`src/rtl/rla_pkg.sv`:
```
package rla_pkg;
  parameter int RT_NUM   = 7;
  parameter int CRIT_NUM = 3;
  parameter int ADDR_W   = 7;
endpackage

```
`src/rtl/rla_trigger.sv`:
```
module rla_trigger #(
  parameter int N  = 7,
  parameter int NC = 3
) (
  input  logic         clk,
  input  logic         rst_n,
  input  logic [N-1:0] host_imm_set,
  input  logic [N-1:0] host_evt_set,
  input  logic [N-1:0] frame_en,
  input  logic         trig,
  input  logic [N-1:0] clr_mask,
  output logic [N-1:0] set_pend
);
  localparam logic [N-1:0] HOST_OK = {{(N-NC){1'b1}}, {NC{1'b0}}};

  logic [N-1:0] evt_armed_q;

  always_ff @(posedge clk) begin
    if (!rst_n) evt_armed_q <= '0;
    else        evt_armed_q <= (evt_armed_q & ~clr_mask) | (host_evt_set & HOST_OK);
  end

  always_comb begin
    set_pend = host_imm_set & HOST_OK;
    if (trig) set_pend = set_pend | evt_armed_q | frame_en;
  end
endmodule

```
`src/rtl/rla_addr_regs.sv`:
```
module rla_addr_regs #(
  parameter int N  = 7,
  parameter int AW = 7,
  localparam int IW = $clog2(N)
) (
  input  logic                  clk,
  input  logic                  rst_n,
  input  logic                  cfg_we,
  input  logic [IW-1:0]         cfg_idx,
  input  logic [AW-1:0]         cfg_addr,
  output logic [N-1:0][AW-1:0]  addr_tab
);
  for (genvar g = 0; g < N; g++) begin : g_ent
    logic [AW-1:0] ent_q;
    always_ff @(posedge clk) begin
      if (!rst_n)                             ent_q <= '0;
      else if (cfg_we && cfg_idx == IW'(g))   ent_q <= cfg_addr;
    end
    assign addr_tab[g] = ent_q;
  end
endmodule

```
`src/rtl/rla_min_pick.sv`:
```
module rla_min_pick #(
  parameter int N  = 7,
  parameter int AW = 7,
  localparam int IW = $clog2(N)
) (
  input  logic [N-1:0]          req,
  input  logic [N-1:0][AW-1:0]  addr_tab,
  output logic                  found,
  output logic [IW-1:0]         sel_id,
  output logic [AW-1:0]         sel_addr
);
  always_comb begin
    found    = 1'b0;
    sel_id   = '0;
    sel_addr = '0;
    for (int i = 0; i < N; i++) begin
      if (req[i] && (!found || addr_tab[i] < sel_addr)) begin
        found    = 1'b1;
        sel_id   = IW'(i);
        sel_addr = addr_tab[i];
      end
    end
  end
endmodule

```
`src/rtl/routine_launch_arbiter.sv`:
```
module routine_launch_arbiter
  import rla_pkg::*;
#(
  parameter int N  = RT_NUM,
  parameter int NC = CRIT_NUM,
  parameter int AW = ADDR_W,
  localparam int IW = $clog2(N)
) (
  input  logic            clk,
  input  logic            rst_n,
  input  logic            cfg_we,
  input  logic [IW-1:0]   cfg_idx,
  input  logic [AW-1:0]   cfg_addr,
  input  logic [N-1:0]    host_imm_set,
  input  logic [N-1:0]    host_evt_set,
  input  logic [NC-1:0]   crit_en,
  input  logic [N-NC-1:0] auto_en,
  input  logic            evt_sel,
  input  logic            hdr_pulse,
  input  logic            fs_pulse,
  input  logic            rt_done,
  output logic            launch_valid,
  input  logic            launch_ready,
  output logic [AW-1:0]   launch_addr,
  output logic [IW-1:0]   launch_id,
  output logic            launch_preempt,
  output logic            busy_n
);
  localparam logic [IW-1:0] CRIT_LIM = IW'(NC);
  localparam logic [N-1:0]  ONE      = N'(1);

  logic [N-1:0]          pend_q;
  logic                  run_vld;
  logic [IW-1:0]         run_id;
  logic [N-1:0][AW-1:0]  addr_tab;
  logic [N-1:0]          set_pend, clr_mask, grant_mask, requeue, elig;
  logic                  trig, fin, hs, found;

  assign trig = evt_sel ? hdr_pulse : fs_pulse;
  assign fin  = run_vld && rt_done;

  rla_addr_regs #(.N(N), .AW(AW)) u_addr (
    .clk(clk), .rst_n(rst_n), .cfg_we(cfg_we), .cfg_idx(cfg_idx),
    .cfg_addr(cfg_addr), .addr_tab(addr_tab)
  );

  rla_trigger #(.N(N), .NC(NC)) u_trig (
    .clk(clk), .rst_n(rst_n), .host_imm_set(host_imm_set),
    .host_evt_set(host_evt_set), .frame_en({auto_en, crit_en}),
    .trig(trig), .clr_mask(clr_mask), .set_pend(set_pend)
  );

  // eligibility: idle -> all pending; critical running -> none;
  // background running -> only lower-numbered routines
  always_comb begin
    elig = '0;
    if (!run_vld) begin
      elig = pend_q;
    end else if (run_id >= CRIT_LIM && !rt_done) begin
      for (int j = 0; j < N; j++) elig[j] = pend_q[j] && (IW'(j) < run_id);
    end
  end

  rla_min_pick #(.N(N), .AW(AW)) u_pick (
    .req(elig), .addr_tab(addr_tab), .found(found),
    .sel_id(launch_id), .sel_addr(launch_addr)
  );

  assign launch_valid   = found;
  assign launch_preempt = found && run_vld;
  assign hs             = launch_valid && launch_ready;
  assign clr_mask       = fin ? (ONE << run_id) : '0;
  assign grant_mask     = hs ? (ONE << launch_id) : '0;
  assign requeue        = (hs && run_vld) ? (ONE << run_id) : '0;

  always_ff @(posedge clk) begin
    if (!rst_n) begin
      pend_q  <= '0;
      run_vld <= 1'b0;
      run_id  <= '0;
    end else begin
      pend_q <= (pend_q & ~grant_mask) | set_pend | requeue;
      if (hs) begin
        run_vld <= 1'b1;
        run_id  <= launch_id;
      end else if (fin) begin
        run_vld <= 1'b0;
      end
    end
  end

  assign busy_n = !(run_vld || (|pend_q));
endmodule

```
`config.mk`:
```
export PLATFORM = sky130hd
export DESIGN_NAME = routine_launch_arbiter
export DESIGN_NICKNAME = d
export VERILOG_FILES = /design/src/rtl/rla_pkg.sv /design/src/rtl/rla_trigger.sv /design/src/rtl/rla_addr_regs.sv /design/src/rtl/rla_min_pick.sv /design/src/rtl/routine_launch_arbiter.sv
export SDC_FILE = /design/constraint.sdc
export NUM_CORES = 1
export LEC_CHECK = 0
export ABC_AREA = 0
export BUFFER_PORTS_ARGS = -buffer_cell sky130_fd_sc_hd__buf_2
export CORE_MARGIN = 2
export CORE_UTILIZATION = 40
export DETAILED_ROUTE_END_ITERATION = 10
export GPL_ROUTABILITY_DRIVEN = 0
export GPL_TIMING_DRIVEN = 0
export HOLD_SLACK_MARGIN = 0.03
export PLACE_DENSITY = 0.55
export SLEW_MARGIN = 20
export SYNTH_ARGS = -nofsm -noshare
export SYNTH_HDL_FRONTEND = slang
export SYNTH_SLANG_ARGS = --single-unit
```
`constraint.sdc`:
```
create_clock -name clk -period 22.5 [get_ports clk]
set_clock_uncertainty 0.15 [all_clocks]
set_input_delay 4.5 -clock clk [delete_from_list [all_inputs] [get_ports clk]]
set_output_delay 4.5 -clock clk [all_outputs]
set_load 0.05 [all_outputs]
```
==> run metrics <==
die area 12,200 um^2; Worst-Skew Late Latency 330 ps; cell count after synthesis roughly 560; fin cells 767; crit path capture type output pin; Worst slew margin 38.8%; Worst-Margin Slew 910 ps; Slowest-stage cell, CP or2_2; Fmax 0.0461 GHz; CTS HTree Levels 3; die span in x 110 um; worst slack at placement -645 ps; Via Count 4,207; GR Overflow Total 0; MaxCap Viol Count 0; R2R setup slack 9420 ps; commonest non-fill, non-tap cell in the layout nor2_1; status completed; Tightest Hold Check Type reg -> reg; Synth top area share 29.6%; Area Overhead vs Synth 19.3%; asr flop ratio synth 0%; Power Total approximately 0.44 mW; Top delay family on crit path compound AO/OA/AOI/OAI gates; final setup margin between 700 and 800 ps; CP arrival about 17,000 ps; First-pass DRT Iterations 4; crit-path max FO 10; # port buffers 43; critical path data required time 17,850 ps; Core Box Area approximately 11,000 um^2; Iter 0 DRT Violations 199; number of CTS-inserted buffers 9; Post-CTS Hold Fix Bufs 0; GRT Util Overall between 20 and 25%; share of cells above drive strength 1 17.9%; register area share after synthesis 29.6%; CP max stage delay 390 ps; CTS tree built; WL/cell 16.8 um; drt drc 0; Lkg Pwr 2.30 nW; worst vdd ir 0.0000375 V; post-synthesis cell type count 63; crit path time final 21,710 ps; first-pass GRT wire length approximately 20,000 um; clock sink total 67; buffers and inverters on the worst path 10; IO Pins 52; CTS root buf clkbuf_16; placed insts 741; Synth area leader dfxtp_1; Rows 38; drt via density 5.49; Fillers between 1,000 and 1,500; CTS clk-pin slew, worst paths approximately 50 ps; Hold Path Depth 2; RR Endpoint pend_q[0]; Final Cycle Share just under 100%; post-synthesis register bit count 67; Initial Util 41.4%; crit path to launch_addr[4]; vias in the first global route 4,078; mapped cell area roughly 4500 um^2; Crit path depth between 60 and 70; Final Hold Viols 0; Antenna Diode Count 0; number of flops mapped to enable cells by yosys 0; most frequent cells in the layout nor2_1 (90), dfxtp_1 (67), mux2i_1 (55); total wire length 12,900 um; crit path from rt_done; initial antenna violation count 0; max-slew violation count 0; Clock Path Buffers 2; startpoint types input port; launching point of the worst reg2reg path run_id[0]; top_reg_cell synth dfxtp_1; Synth Net Count 633; mean area per synthesized cell 8.11 um^2; DP HPWL ~10,000 um; synth warn 0; top cells by area, synth dfxtp_1 (30%), mux2i_1 (12%), ha_1 (9.9%); Worst R2R Path Depth 55; Routed Antenna Nets 0; fin nets 698; final setup fails 0; power per cell area 80.5 nW/um^2; largest net degree at the start of global routing 11; WS Path Type in -> out; DIE HEIGHT 110 um
-- synth_stat cells (all sizes together), types with 4 or more instances --
| cell | number |
|---|---|
| a211oi | 4 |
| a21boi | 5 |
| a21o | 7 |
| a21oi | 51 |
| a31oi | 11 |
| buf | 8 |
| clkbuf | 17 |
| dfxtp | 67 |
| ha | 36 |
| inv | 33 |
| mux2 | 6 |
| mux2i | 56 |
| nand2 | 45 |
| nand2b | 7 |
| nand3 | 10 |
| nand4 | 4 |
| nor2 | 91 |
| nor2b | 5 |
| nor3 | 10 |
| o21a | 5 |
| o21ai | 26 |
| o31ai | 9 |
-- per-stage QoR --
stage                     hold WS (ps)  util (%)  setup TNS [ps]  area (um^2)
final                              280      49.4               0         5400
after global routing               301      49.4           -53.8         5400
after CTS                          283      48.0               0         5250
after detailed placement           276      45.0           -4810         4920
after global placement             276      45.0           -3750         4920
after floorplan                    262         -               0         4530
-- sequential cells by signal, summed over array words and instances (netlist names) --
name / flops
u_trig.evt_armed_q: 7
pend_q: 7
u_addr.g_ent.ent_q: 49
run_vld: 1
run_id: 3
-- layout make-up --
class                   instances  area, um^2  share of cell area (%)
inverters                      33         124                    2.29
repair buffers                 54         320                    5.93
plain buffers                  25         121                    2.25
clock inverters                 1        5.00                  0.0926
multi-input cells             433        3020                    55.9
clock buffers                  14         294                    5.44
well taps                     140         175                    3.24
flip-flops and latches         67        1340                    24.8
-- tightest hold or removal path: stages, from the launching register on --
cell,delay (ps)
dfxtp_1,300
nand2_1,50
a21oi_1,30
-- report_power, final --
group / switching, mW / leakage, nW / internal (mW)
clock: 0.0501 / 0.151 / 0.0889
combinational: 0.111 / 1.60 / 0.0567
sequential: 0.00464 / 0.546 / 0.124
-- metal layers --
layer / track usage [%] / routed length, um / share of wire (%)
met1: 28.5 / 6000 / 47
met2: 36.8 / 6120 / 47
met3: 4.00 / 537 / 4.2
met4: 8.30 / 236 / 1.8
met5: 0 / 0 / 0
-- cells by family (layout without fill, tap and decap cells) --
group                    Yosys count  in the layout  synth area share, %
AND/OR/NAND/NOR                  191            191                 19.2
AO/OA/AOI/OAI                    144            144                 22.1
flip-flops                        67             67                 29.6
multiplexers                      62             62                 13.9
buffers and inverters             58            127                 5.31
adder cells (fa/ha/maj)           36             36                 9.95
-- worst min-delay path by stage --
stage / from / to / slack [ps]
after CTS: u_trig.evt_armed_q[0] / u_trig.evt_armed_q[0] / 280
after detailed placement: u_trig.evt_armed_q[0] / u_trig.evt_armed_q[0] / 280
after global routing: u_trig.evt_armed_q[0] / u_trig.evt_armed_q[0] / 300
after floorplan: u_trig.evt_armed_q[0] / u_trig.evt_armed_q[0] / 260
final: u_trig.evt_armed_q[0] / u_trig.evt_armed_q[0] / 280
after global placement: u_trig.evt_armed_q[1] / u_trig.evt_armed_q[1] / 280
-- repair_timing --
item	4_1_cts	5_1_grt
endpoints found under the setup margin	10	10
resized for setup	5	21
buffers inserted	0	11
No activity file was read; power rests on OpenSTA's default activity.
